`src/rtl/oer_pkg.sv`:
```
package oer_pkg;

    typedef enum logic [1:0] {
        PH_IDLE = 2'd0,
        PH_EVEN = 2'd1,
        PH_ODD  = 2'd2
    } phase_t;

    // The held pair finishes on this beat if it is the odd word, or the even word of a padded pair.
    function automatic logic final_beat(phase_t ph, logic pad);
        return (ph == PH_ODD) || ((ph == PH_EVEN) && pad);
    endfunction

endpackage

```
`src/rtl/oer_pair_join.sv`:
```
module oer_pair_join #(
    parameter int unsigned WORD_W = 16,
    localparam int unsigned PAIR_W = 2 * WORD_W
) (
    input  logic              even_valid,
    input  logic [WORD_W-1:0] even_data,
    output logic              even_ready,
    input  logic              odd_valid,
    input  logic [WORD_W-1:0] odd_data,
    input  logic              odd_pad,
    output logic              odd_ready,
    output logic              pair_valid,
    output logic [PAIR_W-1:0] pair_data,
    output logic              pair_pad,
    input  logic              pair_ready
);
    // A word is taken only together with its partner.
    always_comb begin
        pair_valid = even_valid && odd_valid;
        pair_data  = {odd_data, even_data};
        pair_pad   = odd_pad;
        even_ready = pair_ready && odd_valid;
        odd_ready  = pair_ready && even_valid;
    end
endmodule

```
`src/rtl/oer_serialize.sv`:
```
module oer_serialize
    import oer_pkg::*;
#(
    parameter int unsigned WORD_W = 16,
    localparam int unsigned PAIR_W = 2 * WORD_W
) (
    input  logic              clk,
    input  logic              rst,
    input  logic              pair_valid,
    input  logic [PAIR_W-1:0] pair_data,
    input  logic              pair_pad,
    output logic              pair_ready,
    output logic              out_valid,
    output logic [WORD_W-1:0] out_data,
    input  logic              out_ready
);
    phase_t            ph_q;
    logic [PAIR_W-1:0] hold_q;
    logic              pad_q;
    logic              leaving;

    always_comb begin
        leaving    = out_ready && final_beat(ph_q, pad_q);
        pair_ready = (ph_q == PH_IDLE) || leaving;
        out_valid  = (ph_q != PH_IDLE);
        out_data   = (ph_q == PH_ODD) ? hold_q[PAIR_W-1:WORD_W] : hold_q[WORD_W-1:0];
    end

    always_ff @(posedge clk) begin
        if (rst) begin
            ph_q   <= PH_IDLE;
            hold_q <= '0;
            pad_q  <= 1'b0;
        end else if (pair_valid && pair_ready) begin
            hold_q <= pair_data;
            pad_q  <= pair_pad;
            ph_q   <= PH_EVEN;
        end else if (leaving) begin
            ph_q <= PH_IDLE;
        end else if ((ph_q == PH_EVEN) && out_ready) begin
            ph_q <= PH_ODD;
        end
    end

    // the odd word is only reached from an accepted even word
    a_r3_even_first: assert property (@(posedge clk) disable iff (rst)
        (ph_q == PH_ODD) && !$past(ph_q == PH_ODD) |-> $past((ph_q == PH_EVEN) && out_ready));

    // a padded pair never advances to its odd word
    a_r7_pad_dropped: assert property (@(posedge clk) disable iff (rst)
        (ph_q == PH_EVEN) && pad_q && out_ready |=> (ph_q != PH_ODD));

endmodule

```
`src/rtl/odd_even_recombiner.sv`:
```
module odd_even_recombiner #(
    parameter int unsigned WORD_W = 16
) (
    input  logic              clk,
    input  logic              rst,
    input  logic              even_valid,
    input  logic [WORD_W-1:0] even_data,
    output logic              even_ready,
    input  logic              odd_valid,
    input  logic [WORD_W-1:0] odd_data,
    input  logic              odd_pad,
    output logic              odd_ready,
    output logic              out_valid,
    output logic [WORD_W-1:0] out_data,
    input  logic              out_ready
);
    localparam int unsigned PAIR_W = 2 * WORD_W;

    logic              pr_valid;
    logic [PAIR_W-1:0] pr_data;
    logic              pr_pad;
    logic              pr_ready;

    oer_pair_join #(.WORD_W(WORD_W)) u_join (
        .even_valid (even_valid),
        .even_data  (even_data),
        .even_ready (even_ready),
        .odd_valid  (odd_valid),
        .odd_data   (odd_data),
        .odd_pad    (odd_pad),
        .odd_ready  (odd_ready),
        .pair_valid (pr_valid),
        .pair_data  (pr_data),
        .pair_pad   (pr_pad),
        .pair_ready (pr_ready)
    );

    oer_serialize #(.WORD_W(WORD_W)) u_ser (
        .clk        (clk),
        .rst        (rst),
        .pair_valid (pr_valid),
        .pair_data  (pr_data),
        .pair_pad   (pr_pad),
        .pair_ready (pr_ready),
        .out_valid  (out_valid),
        .out_data   (out_data),
        .out_ready  (out_ready)
    );

    // both halves complete their handshakes together
    a_r2_joint_take: assert property (@(posedge clk) disable iff (rst)
        (even_valid && even_ready) == (odd_valid && odd_ready));

    // a stalled output word is held
    a_r4_hold_stall: assert property (@(posedge clk) disable iff (rst)
        out_valid && !out_ready |=> out_valid && $stable(out_data));

    // no pair enters while the output is stalled
    a_r6_backpressure: assert property (@(posedge clk) disable iff (rst)
        out_valid && !out_ready |-> !(even_valid && even_ready));

endmodule

```
`config.mk`:
```
export PLATFORM = sky130hd
export DESIGN_NAME = odd_even_recombiner
export DESIGN_NICKNAME = d
export VERILOG_FILES = /design/src/rtl/oer_pkg.sv /design/src/rtl/oer_pair_join.sv /design/src/rtl/oer_serialize.sv /design/src/rtl/odd_even_recombiner.sv
export SDC_FILE = /design/constraint.sdc
export NUM_CORES = 1
export LEC_CHECK = 0
export CORE_MARGIN = 2
export CORE_UTILIZATION = 45
export CTS_CLUSTER_SIZE = 24
export DETAILED_ROUTE_END_ITERATION = 6
export GPL_ROUTABILITY_DRIVEN = 0
export PLACE_DENSITY = 0.81
export SKIP_CTS_REPAIR_TIMING = 1
export SYNTH_ARGS = -nofsm -noshare
export SYNTH_HDL_FRONTEND = slang
export SYNTH_SLANG_ARGS = --single-unit
export TNS_END_PERCENT = 5
```
`constraint.sdc`:
```
create_clock -name clk -period 3.98 [get_ports clk]
set_input_delay 1.194 -clock clk [delete_from_list [all_inputs] [get_ports clk]]
set_output_delay 1.194 -clock clk [all_outputs]
set_load 0.005 [all_outputs]
```
==> results by group <==
Cells and area
  – Share of layout cells above drive strength 1: 0.07391
  – Fin cells: 280
  – Fillers: 348
  – Area of the multi-input gates: 0.001044 mm^2
  – Area Overhead vs Synth: 33.72%
  – Ant diodes: 0
  – Nets@finish: 269
  – FF/Latch Area: 700.7 um^2

STA
  – Measured slew at the worst slew-check pin: 554.8 ps
  – Final setup fails: 0
  – Worst rel slew slack: 0.6301
  – Tcrit/Tclk final: 0.9676
  – RSZ-0062 raised after global routing: no
  – Final min period: 3851 ps
  – Slew Limit Fails: 0
  – Clock Skews: 4.712 ps
  – Hold WS: 470.9 ps
  – Final-report hold violation count: 0
  – Setup TNS: 0 ps
  – Max Freq: 259.7 MHz

Route
  – Drt first pass iters: 4
  – Final Routed Wirelength: 3282 um
  – Post-route ant nets: 0
  – Vias post-DR: 1,323
  – Routed wire per std cell: 11.72 um
  – Drt initial violations: 39
  – DRC: 0
  – Vias per Instance: 4.725

Critical path
  – Critical path origin: out_ready
  – Critical path peak fanout: 4
  – Kind of critical path: in -> out
  – Worst path arrival time: 2660 ps
  – RR Startpoint: u_ser.ph_q[1]
  – CP Launch Type: input pin
  – Crit end category: output pin
  – Worst Path Required: 2790 ps

Clock network
  – Longest Clk Path Bufs: 2
  – Cts bufs inserted: 5
  – CTS tree: yes
  – Clock-pin slew on the worst setup and hold paths: 60 ps
  – H-tree Lvls: 2
  – Later-pin clock latency in the skew report: 280 ps
  – Clk sink count: 35
  – Root Driver: clkbuf_8

Global routing
  – Vias in the first global route: 1,232
  – Total gr overflow: 0
  – Initial antenna violation count: 0
  – Largest net degree at the start of global routing: 69
  – GRT Util Overall: 0.1569
  – First-pass GRT wire length: 5354 um

Power
  – Flop pwr share: 0.503
  – Pleak: 0.9520 nW
  – Peak VDD IR: 0.2109 mV
  – Cell-internal power: 0.5847 mW
  – PD cells: 306.2 mW/mm^2
  – Sw frac: 0.2256
  – Net load switching power: 0.1704 mW
  – Clock share of power: 0.299
  – Comb power frac: 0.198

Placed design
  – Port bufs: 56
  – Post-Place Cells: 274
  – HPWL after DPL: 2223 um

Floorplanning
  – Die ar.: 0.004627 mm^2
  – Io pins: 57
  – Die width: 68.02 um
  – Initial core utilization: 0.4644
  – Area of the core: 0.003971 mm^2
  – Row cnt: 23
  – Die H: 68.02 um

Outcome
  – Status: finished, final reports clean

Synthesis
  – Most frequent cell after synthesis: nand2b_1
  – Sequential area share after synthesis: 0.3799
  – Yosys Warn Count: 0
  – Synth cell types: 19
  – Post-Syn Instances: 177
  – Synth Area per Inst: 10.42 um^2
  – Ys async rst share: 0
  – Biggest area consumer among synthesized cells: dfxtp_1
  – Largest cells by area after synthesis: dfxtp_1 (38%), nand2b_1 (23%), mux2i_1 (18%)
  – Synth cell count leaders: nand2b_1 (69), dfxtp_1 (35), mux2i_1 (33)
  – Ys flop type: dfxtp_1
  – Cell area after synthesis: 0.001844 mm^2
  – EDFF count, synth: 0
  – Share of the synthesized area in the top cell type: 0.3799
  – #FFs+latches synth: 35
  – Synthesized net count: 215

Flow run
  – Max Cap Viol: 0

Min path
  – Hold path startpoint: u_ser.hold_q[22]
  – Hold crit path type: reg -> reg
==> flip-flops by register name, indices dropped and copies added (netlist names) <==
signal and flops:
u_ser.ph_q 2, u_ser.hold_q 32, u_ser.pad_q 1
==> worst max-delay path, cell delays in order <==
cell and delay, ps:
clkdlybuf4s50_1 570, nand2b_1 160, nand3_1 120, and2_1 120, clkdlybuf4s50_1 490
==> through the flow <==
stage	setup WS, ps	cell area (um^2)	utilization	total power, mW
finish	128.8	2466	0.6210	0.7551
global route	44.13	2466	0.6210	0.7938
CTS	119.1	2466	0.6210	0.7694
detailed placement	129.1	2394	0.6027	0.5392
global placement	169.5	2394	0.6027	0.5371
floorplan	1210	1844	-	0.4703
==> power by group through the flow <==
stage	registers, mW	logic, mW	clock network (mW)
after floorplan	0.385	0.0856	0
after detailed placement	0.387	0.152	0
after CTS	0.380	0.153	0.237
final	0.380	0.149	0.226
after global placement	0.387	0.150	0
after global routing	0.382	0.165	0.247
==> worst paths after layout <==
kind | endpoint | slack, ps | cells after the start
max reg2reg | u_ser.hold_q[30] | 2400 | 4
min reg2reg | u_ser.hold_q[22] | 470 | 2
min | u_ser.hold_q[22] | 470 | 2
max | even_ready | 130 | 5
==> kinds of logic (layout without fill, tap and decap cells) <==
group	count (synthesis)	in the layout	synth area share
and+or+nand+nor	76	76	0.2653
muxes	49	49	0.2768
DFF	35	35	0.3799
buffers and inverters	13	66	0.05428
AOI/OAI and AO/OA	4	4	0.02374
==> cell type report <==
class                   instances  area share
multi-input cells             129      0.4231
flip-flops and latches         35      0.2841
repair buffers                 59      0.2364
clock buffers                   6     0.02943
well taps                      50     0.02537
inverters                       1    0.001522
==> cells in the final DEF, fill, tap and decap left out <==
| cell | count |
|---|---|
| nand2b_1 | 69 |
| clkdlybuf4s50_1 | 56 |
| dfxtp_1 | 35 |
| mux2i_1 | 33 |
| mux2_1 | 10 |
| mux2_2 | 6 |
| clkbuf_8 | 5 |
| buf_4 | 3 |
| and2_1 | 2 |
| or2_4 | 1 |
| nand3b_4 | 1 |
| nand3_1 | 1 |
| nand2_1 | 1 |
| a31oi_4 | 1 |
| inv_1 | 1 |
| a21boi_0 | 1 |
| o21ba_1 | 1 |
| or2b_1 | 1 |
| a21oi_1 | 1 |
| clkbuf_1 | 1 |
==> per-layer routing <==
layer  wire length (um)  up-vias  global-route usage  share of wire
met5                  0        -                   0              0
met4                 67        0             0.08250          0.020
met3                188        8             0.04441          0.057
met2               1516       34              0.2488           0.46
met1               1510      599              0.1923           0.46
li1                   -      682                   -              -
(Power assumes the default switching activity.)
